[src/rtl/isc_pkg.sv]
package isc_pkg;
  localparam int N_UNITS = 6;
  localparam int UNIT_W  = $clog2(N_UNITS);
  localparam int MAX_STEPS = 3;
  localparam int IDX_W   = $clog2(MAX_STEPS + 1);

  typedef enum logic [UNIT_W-1:0] {
    U_RFRD = 3'd0, U_RFWR = 3'd1, U_ALU = 3'd2,
    U_MRD  = 3'd3, U_MWR  = 3'd4, U_PC  = 3'd5
  } unit_e;

  typedef enum logic [1:0] {
    OP_ARITH = 2'b00, OP_BRANCH = 2'b01, OP_LOAD = 2'b10, OP_STORE = 2'b11
  } opc_e;

  // number of datapath exchanges an instruction needs
  function automatic logic [IDX_W-1:0] seq_len(opc_e op, logic z);
    case (op)
      OP_ARITH:  seq_len = IDX_W'(3);
      OP_LOAD:   seq_len = IDX_W'(3);
      OP_STORE:  seq_len = IDX_W'(2);
      default:   seq_len = z ? IDX_W'(1) : IDX_W'(0);
    endcase
  endfunction

  // unit addressed by step number idx of an instruction
  function automatic unit_e seq_unit(opc_e op, logic [IDX_W-1:0] idx);
    seq_unit = U_RFRD;
    case (op)
      OP_ARITH:  seq_unit = (idx == 0) ? U_RFRD : (idx == 1) ? U_ALU : U_RFWR;
      OP_LOAD:   seq_unit = (idx == 0) ? U_RFRD : (idx == 1) ? U_MRD : U_RFWR;
      OP_STORE:  seq_unit = (idx == 0) ? U_RFRD : U_MWR;
      default:   seq_unit = U_PC;
    endcase
  endfunction
endpackage

[src/rtl/isc_opdec.sv]
module isc_opdec
  import isc_pkg::*;
(
  input  logic [1:0]       op,
  input  logic             z,
  input  logic [IDX_W-1:0] idx,
  output logic [UNIT_W-1:0] unit,
  output logic [IDX_W-1:0] len
);
  opc_e op_e;
  always_comb begin
    op_e = opc_e'(op);
    len  = seq_len(op_e, z);
    unit = seq_unit(op_e, idx);
  end
endmodule

[src/rtl/isc_req_bank.sv]
module isc_req_bank
  import isc_pkg::*;
#(
  parameter int N = N_UNITS,
  localparam int SW = (N > 1) ? $clog2(N) : 1
) (
  input  logic          clk,
  input  logic          rst_n,
  input  logic          set_req,
  input  logic          clr_req,
  input  logic [SW-1:0] sel,
  input  logic [N-1:0]  ack,
  output logic [N-1:0]  req
);
  for (genvar i = 0; i < N; i++) begin : g_bit
    wire hit = (sel == SW'(i));
    always_ff @(posedge clk) begin
      if (!rst_n)                req[i] <= 1'b0;
      else if (set_req && hit)   req[i] <= 1'b1;
      else if (clr_req && hit)   req[i] <= 1'b0;
    end

    // a raised request holds until its acknowledge arrives
    p_req_hold_r7: assert property (@(posedge clk) disable iff (!rst_n)
      (req[i] && !ack[i]) |=> req[i]);
    // a request only falls after its acknowledge was seen
    p_req_fall_r7: assert property (@(posedge clk) disable iff (!rst_n)
      (req[i] && ack[i]) |=> !req[i]);
  end
endmodule

[src/rtl/isc_seq.sv]
module isc_seq
  import isc_pkg::*;
(
  input  logic              clk,
  input  logic              rst_n,
  input  logic              dec_req,
  input  logic [1:0]        op_in,
  input  logic              z_in,
  input  logic              cur_ack,
  input  logic [UNIT_W-1:0] dec_unit,
  input  logic [IDX_W-1:0]  dec_len,
  output logic [1:0]        eff_op,
  output logic              eff_z,
  output logic [IDX_W-1:0]  dec_idx,
  output logic              set_req,
  output logic              clr_req,
  output logic [UNIT_W-1:0] sel,
  output logic [UNIT_W-1:0] cur_unit,
  output logic              dec_ack
);
  typedef enum logic [1:0] {S_IDLE, S_UP, S_DOWN, S_DONE} st_e;
  st_e              st;
  logic [1:0]       op_q;
  logic             z_q;
  logic [IDX_W-1:0] idx;

  wire accept_evt  = (st == S_IDLE) && dec_req;
  wire ack_seen    = (st == S_UP) && cur_ack;
  wire hs_done_evt = (st == S_DOWN) && !cur_ack;
  wire seq_end     = (dec_idx == dec_len);

  always_comb begin
    eff_op  = (st == S_IDLE) ? op_in : op_q;
    eff_z   = (st == S_IDLE) ? z_in  : z_q;
    dec_idx = (st == S_IDLE) ? '0 : (st == S_DOWN) ? idx + 1'b1 : idx;
    set_req = (accept_evt || hs_done_evt) && !seq_end;
    clr_req = ack_seen;
    sel     = set_req ? dec_unit : cur_unit;
  end

  always_ff @(posedge clk) begin
    if (!rst_n) begin
      st <= S_IDLE; op_q <= '0; z_q <= 1'b0; idx <= '0;
      cur_unit <= '0; dec_ack <= 1'b0;
    end else begin
      if (set_req) cur_unit <= dec_unit;
      case (st)
        S_IDLE: if (accept_evt) begin
          op_q <= op_in; z_q <= z_in; idx <= '0;
          if (seq_end) begin st <= S_DONE; dec_ack <= 1'b1; end
          else st <= S_UP;
        end
        S_UP:   if (ack_seen) st <= S_DOWN;
        S_DOWN: if (hs_done_evt) begin
          idx <= dec_idx;
          if (seq_end) begin st <= S_DONE; dec_ack <= 1'b1; end
          else st <= S_UP;
        end
        default: if (!dec_req) begin st <= S_IDLE; dec_ack <= 1'b0; end
      endcase
    end
  end

  // a branch with the flag low is acknowledged in the next cycle
  p_skip_branch_r6: assert property (@(posedge clk) disable iff (!rst_n)
    (accept_evt && op_in == OP_BRANCH && !z_in) |=> dec_ack);
  // the fetch acknowledge holds while the decode request stays high
  p_ack_hold_r8: assert property (@(posedge clk) disable iff (!rst_n)
    (dec_ack && dec_req) |=> dec_ack);
  // the fetch acknowledge falls once the decode request has dropped
  p_ack_drop_r8: assert property (@(posedge clk) disable iff (!rst_n)
    (dec_ack && !dec_req) |=> !dec_ack);
endmodule

[src/rtl/insn_seq_ctrl.sv]
module insn_seq_ctrl
  import isc_pkg::*;
(
  input  logic       clk,
  input  logic       rst_n,
  input  logic       dec_req,
  input  logic [1:0] opc,
  input  logic       alu_zero,
  output logic       dec_ack,
  output logic       rf_rd_req,
  input  logic       rf_rd_ack,
  output logic       rf_wr_req,
  input  logic       rf_wr_ack,
  output logic       alu_req,
  input  logic       alu_ack,
  output logic       mem_rd_req,
  input  logic       mem_rd_ack,
  output logic       mem_wr_req,
  input  logic       mem_wr_ack,
  output logic       pc_ld_req,
  input  logic       pc_ld_ack
);
  logic [N_UNITS-1:0] ack_vec, req_vec;
  logic [1:0]         eff_op;
  logic               eff_z, set_req, clr_req;
  logic [IDX_W-1:0]   dec_idx, dec_len;
  logic [UNIT_W-1:0]  dec_unit, sel, cur_unit;
  logic               cur_ack;

  assign ack_vec = {pc_ld_ack, mem_wr_ack, mem_rd_ack, alu_ack, rf_wr_ack, rf_rd_ack};
  assign cur_ack = ack_vec[cur_unit];
  assign {pc_ld_req, mem_wr_req, mem_rd_req, alu_req, rf_wr_req, rf_rd_req} = req_vec;

  isc_opdec u_dec (
    .op(eff_op), .z(eff_z), .idx(dec_idx), .unit(dec_unit), .len(dec_len)
  );

  isc_seq u_seq (
    .clk, .rst_n, .dec_req, .op_in(opc), .z_in(alu_zero), .cur_ack,
    .dec_unit, .dec_len, .eff_op, .eff_z, .dec_idx, .set_req, .clr_req,
    .sel, .cur_unit, .dec_ack
  );

  isc_req_bank #(.N(N_UNITS)) u_bank (
    .clk, .rst_n, .set_req, .clr_req, .sel, .ack(ack_vec), .req(req_vec)
  );

  // never more than one datapath exchange in flight
  p_onehot_req_r7: assert property (@(posedge clk) disable iff (!rst_n)
    $onehot0(req_vec));
  // datapath is quiet while fetch is being acknowledged
  p_quiet_done_r8: assert property (@(posedge clk) disable iff (!rst_n)
    dec_ack |-> (req_vec == '0));
  // outputs low in the first cycle after reset
  p_reset_low_r1: assert property (@(posedge clk)
    !rst_n |=> (req_vec == '0 && !dec_ack));
endmodule

[config.mk]
export PLATFORM = sky130hd
export DESIGN_NAME = insn_seq_ctrl
export DESIGN_NICKNAME = d
export VERILOG_FILES = /design/src/rtl/isc_pkg.sv /design/src/rtl/isc_opdec.sv /design/src/rtl/isc_req_bank.sv /design/src/rtl/isc_seq.sv /design/src/rtl/insn_seq_ctrl.sv
export SDC_FILE = /design/constraint.sdc
export NUM_CORES = 1
export LEC_CHECK = 0
export BUFFER_PORTS_ARGS = -buffer_cell sky130_fd_sc_hd__buf_4
export CAP_MARGIN = 20
export CORE_MARGIN = 3
export CORE_UTILIZATION = 45
export CTS_CLUSTER_DIAMETER = 30
export DETAILED_ROUTE_END_ITERATION = 7
export PLACE_DENSITY = 0.78
export RECOVER_POWER = 100
export SYNTH_ARGS = -nofsm -noshare
export SYNTH_HDL_FRONTEND = slang
export SYNTH_SLANG_ARGS = --single-unit
[constraint.sdc]
create_clock -name clk -period 1.87 [get_ports clk]
set_input_delay 0.374 -clock clk [delete_from_list [all_inputs] [get_ports clk]]
set_output_delay 0.374 -clock clk [all_outputs]
set_load 0.05 [all_outputs]
# Word level (Yosys, flattened, before mapping)
# Cells that the tools add are included.
# op_classes
add_sub_neg,1
n_lt_le_gt_ge,1
eq_ne,16
muxes,41
n_bitwise,1
n_reduce_logical,35
# ops
cell,count
two-way mux 2 bit,12
two-way mux 1 bit,19
logical AND 1 bit,16
nonzero test 2 bit,7
two-way mux 3 bit,4
one-hot mux 3 bit (3 select lines),1
one-hot mux 2 bit (2 select lines),2
AND reduction 4 bit,2
== test 2 bit (second input constant),3
== test 3 x 2 -> 1 bit (second input constant),2
== test 3 bit (second input constant),2
zero test 2 bit,3
!= test 2 x 1 -> 1 bit (second input constant),3
one-hot mux 2 bit (3 select lines),1
== test 2 x 1 -> 1 bit (second input constant),2
less-than comparator 3 x 4 -> 1 bit (second input constant),1
!= test 4 x 1 -> 1 bit (second input constant),1
binary-select mux 1 bit (select 3 bit),1
== test 3 x 1 -> 1 bit (second input constant),1
zero test 3 bit,1
!= test 3 x 1 -> 1 bit (second input constant),1
one-hot mux 1 bit (3 select lines),1
AND reduction 3 bit,1
adder 2 x 1 -> 2 bit (second input constant),1
6 further kinds,7
# word_totals
reg_bits,17
output_inout_bits,7
wordCells,107

# Logic depth before layout (Yosys ltp)
# logic_depth
depth_word,13
depth_mapped,7
depth_no_buf,6

# Modules after synthesis
# A second synthesis with hierarchy kept.
# hier_totals
cells_unflattened,129
area_unflattened_um2,1139.8
# modules_own_cells
mod,instances,cells_each,area_per_inst_um2,seq_area_each_um2
isc_seq,1,82,723.2,220.2
isc_req_bank,1,34,319.1,120.1
insn_seq_ctrl,1,5,51.3,0.0
isc_opdec,1,8,46.3,0.0

# Worst setup path before layout
# No wires, ideal clock.
# synth_path
path_type,register to register
start,register u_seq.cur_unit[2]
end,register u_bank.req[1]
setup_ns,0.096
arrival_time_ns,1.773
setup_slack_ns,0.001
stages_incl_launch_ff,7
period_less_slack_ns,1.869
path_cell_list,dfxtp_1 > mux2_2 > a32oi_1 > nand3_1 > a21o_1 > or2_1 > o41ai_2
# synth_between
elab_chain_cells,10
word_cells_on_any_way,13
classes_between,eq/ne: 1; mux: 4; reduce/logical: 8
# synth_lines
item,line_no,text
"start, declared",isc_seq.sv:18,"output logic [UNIT_W-1:0] cur_unit,"
"start signal, assigned",isc_seq.sv:46,if (set_req) cur_unit <= dec_unit;
binary-select mux 1 bit (select 3 bit),insn_seq_ctrl.sv:31,assign cur_ack = ack_vec[cur_unit];
two-way mux 1 bit (implied by the code),insn_seq_ctrl.sv:31,
zero test 1 bit,isc_seq.sv:29,wire hs_done_evt = (st == S_DOWN) && !cur_ack;
logical AND 1 bit,isc_seq.sv:29,
logical OR 1 bit,isc_seq.sv:36,set_req = (accept_evt || hs_done_evt) && !seq_end;
logical AND 1 bit,isc_seq.sv:36,
two-way mux 3 bit,isc_seq.sv:38,sel = set_req ? dec_unit : cur_unit;
== test 3 x 1 -> 1 bit,isc_req_bank.sv:16,wire hit = (sel == SW'(i));
"logical AND 1 bit, on equally long branches","isc_req_bank.sv:19, isc_req_bank.sv:20",
two-way mux 1 bit or nonzero test 2 bit (tied branches),--,
"end signal, assigned by index",isc_req_bank.sv:18,if (!rst_n) req[i] <= 1'b0;
"end signal, assigned by index",isc_req_bank.sv:19,else if (set_req && hit) req[i] <= 1'b1;
"end signal, assigned by index",isc_req_bank.sv:20,else if (clr_req && hit) req[i] <= 1'b0;
"end, declared",isc_req_bank.sv:13,output logic [N-1:0] req
# Parallel ways exist; a longest one is shown, timed or not. The select of a mux whose other input is x is not followed.
# A chain may end at the register's enable or synchronous reset.

# Final worst setup path
# layout_path
start,register u_seq.st[0]
end,register u_seq.dec_ack
# layout_between
elab_chain_cells,9
word_cells_on_any_way,25
classes_between,eq/ne: 8; mux: 10; bitwise: 1; reduce/logical: 6
# layout_lines
item,line_no,text
"start, declared",isc_seq.sv:22,st_e st;
"start signal, assigned",isc_seq.sv:43,st <= S_IDLE; op_q <= '0; z_q <= 1'b0; idx <= '0;
"start signal, assigned",isc_seq.sv:50,if (seq_end) begin st <= S_DONE; dec_ack <= 1'b1; end
"start signal, assigned",isc_seq.sv:51,else st <= S_UP;
zero test 2 bit,--,
two-way mux 2 bit,isc_seq.sv:33,eff_op = (st == S_IDLE) ? op_in : op_q;
== test 2 bit or zero test 2 bit (tied branches),isc_pkg.sv:18,case (op)
OR reduction 2 bit (no line),--,
one-hot mux 2 bit (2 select lines),isc_pkg.sv:18,
== test 2 bit,isc_seq.sv:30,wire seq_end = (dec_idx == dec_len);
two-way mux 1 bit,--,
"two-way mux 1 bit, on equally long branches",--,
one-hot mux 1 bit (3 select lines),isc_seq.sv:47,case (st)
"end signal, assigned",isc_seq.sv:44,cur_unit <= '0; dec_ack <= 1'b0;
"end signal, assigned",isc_seq.sv:50,
"end signal, assigned",isc_seq.sv:56,if (seq_end) begin st <= S_DONE; dec_ack <= 1'b1; end
"end, declared",isc_seq.sv:19,output logic dec_ack
# Parallel ways exist; a longest one is shown, timed or not. The select of a mux whose other input is x is not followed.

==> reports/summary.txt <==
Outcome: finished with violations
Violated checks: setup timing
Synth Warn #: 0
Wirelength, routed: 2830 um
Remaining number of nets flagged by the antenna check after routing: 0
Y dimension of the die: 55.4 um
Unrepaired setup endpoints after global routing: yes
Average wire per cell in the routed design: 13.8 um
Final hold vios: 0
DRT Pass-1 Iters: 4
Commonest cells after routing, fill and taps aside: buf_4 (39), nand2_1 (20), dfxtp_1 (14), a21oi_1 (12)
Post-route clock skew: 0.00452 ns
# fillers: 193
Layout overhead on the synthesized area: 33.8%
Peak supply drop: 908 uV
Flop-to-flop setup slack: -0.006 ns
Setup ws final: -0.00609 ns
Total placed cells including tap cells: 199
EDFF count, synth: 0
Post-Syn Nets: 154
Per-instance average area after synthesis: 7.75 um^2
Cell variety after synth: 40
First-pass GRT wire length: 4730 um
Post-route setup TNS: -0.00609 ns
Power density cells: 1250 mW/mm^2
Area enclosed by the die boundary: 0.00307 mm^2
Placed wire-length estimate: 1980 um
Final worst hold slack: 0.345 ns
Worst reg2reg path endpoint: u_seq.dec_ack
CTS tree: done
Pin count of the biggest net entering global routing: 15
Ratio of cells with drive above 1 in the final layout: 0.356
Vias in the first global route: 1103
Final antenna diode count: 0
CTS H-Tree Depth: 1
Post-layout net count: 190
Transition time at the pin with the least slew margin: 0.343 ns
Maximum fanout along the worst path: 7
Area of the placeable core: 0.00225 mm^2
Horiz. Die Dim: 55.4 um
Root buffer cell: clkbuf_4
Row Count: 17
Starting DRT DRC Count: 18
Leakage power: 0.590 nW
Overall global routing resource usage: 0.188
Setup-violating endpoint count in the final report: 1
End of the worst hold path: u_seq.z_q
Finished Layout Cells: 205
Cell depth of the worst flop-to-flop path: 7
Starting utilization of the core area: 0.488
Number of clock buffers inserted by TritonCTS: 3
Dominant register cell in the synthesized netlist: dfxtp_1
Number of clock sinks: 17
Worst max-slew margin expressed relative to the limit: 0.769
Cell Area, Synth: 0.00110 mm^2
Total number of vias: 1132
Sequential cell area fraction in the yosys report: 0.309
Max-cap violations: 0
Post-synth ARST share: 0
IO Count: 19
Signal arrival time at the worst endpoint: 2.08 ns
Worst hold path stage count: 3
Clk slew on worst S/H paths: 0.09 ns
Post-synthesis register bit count: 17
Number of DRC violations after detailed routing: 0
Min Clock Period, post-route: 1.88 ns
Largest buffer count on any clock path: 2
# port buffers: 18
Clk Latency, worst-skew pair: 0.29 ns
Startpoint type of the worst setup path: register
Min-delay worst type: in2reg
Congestion Overflow GR: 0
Worst Path Required: 2.08 ns
Most common cell after layout, fill and taps aside: buf_4
Beginning of the worst hold path: alu_zero
Initial antenna violation count: 0
Synthesized instance count: 142
Via density per instance: 5.52
Startpoint of the most critical register-to-register path: u_seq.st[0]
Highest attainable clock frequency: 533 MHz
Slew Viols, Final: 0
Post-route clock period utilization: 1.00
Final RePlAce weighted congestion: 0.819
Endpoint kind of the worst setup timing path: register
Critical path start-end classification: reg2reg
power breakdown:
part	internal, mW	switching (mW)	total (mW)
combinational	0.512	0.607	1.12
clock	0.0831	0.115	0.198
sequential	0.445	0.0714	0.516
total	1.04	0.793	1.83
logic make-up (layout without fill, tap and decap cells):
logic type,Yosys count,in the layout,synth area share
mux,8,8,0.0808
flops,17,17,0.309
xor+xnor,2,2,0.0159
compound gates,42,42,0.254
simple gates,58,58,0.266
buf+inv,15,50,0.0739
synthesized netlist by cell type, drive strengths merged (3+ instances only):
master  number  area, um^2
nand3        9        45.0
nand2       21        78.8
buf          5        43.8
a21oi       12        60.1
nor3         4        20.0
mux2         4        48.8
mux2i        4        40.0
clkbuf       4        15.0
o211ai       6        45.0
inv          6        22.5
nor2         8        32.5
o21ai       12        60.1
a31oi        3        18.8
dfxtp       17         340
metal layers:
metal  up-vias  wire, um  global-route usage
li1        589         -                   -
met1       512      1200               0.212
met2        27      1440               0.341
met3         4       148              0.0444
met4         0        38              0.0660
met5         -         0                   0
worst max-delay path, stage by stage, from the launching register on:
cell and delay, ns:
dfxtp_4 0.38, or3b_4 0.40, nand2_2 0.12, xnor2_1 0.13
o31ai_4 0.35, buf_4 0.17, a31oi_1 0.06, a311oi_1 0.19
worst max-delay path by stage:
stage	slack, ns	endpoint	from
2_1_floorplan	0.001	u_bank.req[1]	u_seq.cur_unit[2]
3_3_place_gp	-0.01	u_bank.req[1]	pc_ld_ack
3_5_place_dp	-0.08	u_bank.req[1]	pc_ld_ack
4_1_cts	-0.05	u_seq.st[1]	u_seq.st[1]
5_1_grt	-0.11	u_seq.st[1]	u_seq.st[0]
6_report	-0.006	u_seq.dec_ack	u_seq.st[0]
through the flow:
stage | instance area (um^2) | total power [mW] | setup slack [ns] | utilization
floorplan | 1100 | 1.19 | 0.00124 | -
detailed placement | 1360 | 1.51 | -0.0771 | 0.604
global route | 1470 | 1.97 | -0.111 | 0.653
global placement | 1360 | 1.49 | -0.0147 | 0.604
CTS | 1440 | 1.78 | -0.0451 | 0.638
finish | 1470 | 1.83 | -0.00609 | 0.653
sequential cells by signal (all words and copies together), names as in the netlist:
register	cells
u_seq.dec_ack	1
u_seq.cur_unit	3
u_seq.op_q	2
u_seq.st	2
u_bank.req	6
u_seq.z_q	1
u_seq.idx	2
final cells by class:
type | instances | area, um^2 | area share
inverter | 6 | 22.5 | 0.0153
clock buffer | 4 | 26.3 | 0.0179
timing repair buffer | 40 | 304 | 0.207
sequential | 17 | 347 | 0.236
tap | 28 | 35.0 | 0.0238
multi-input combinational | 110 | 737 | 0.501
timing repair:
| action | CTS | global route |
|---|---|---|
| setup endpoints to repair | 3 | 12 |
| pin swaps | 6 | 2 |
| gates resized for setup | 11 | 7 |
| endpoints found under the hold margin | 0 | 0 |
| hold buffers | 0 | 0 |
| setup buffers | 4 | 0 |
(Power assumes the default switching activity.)
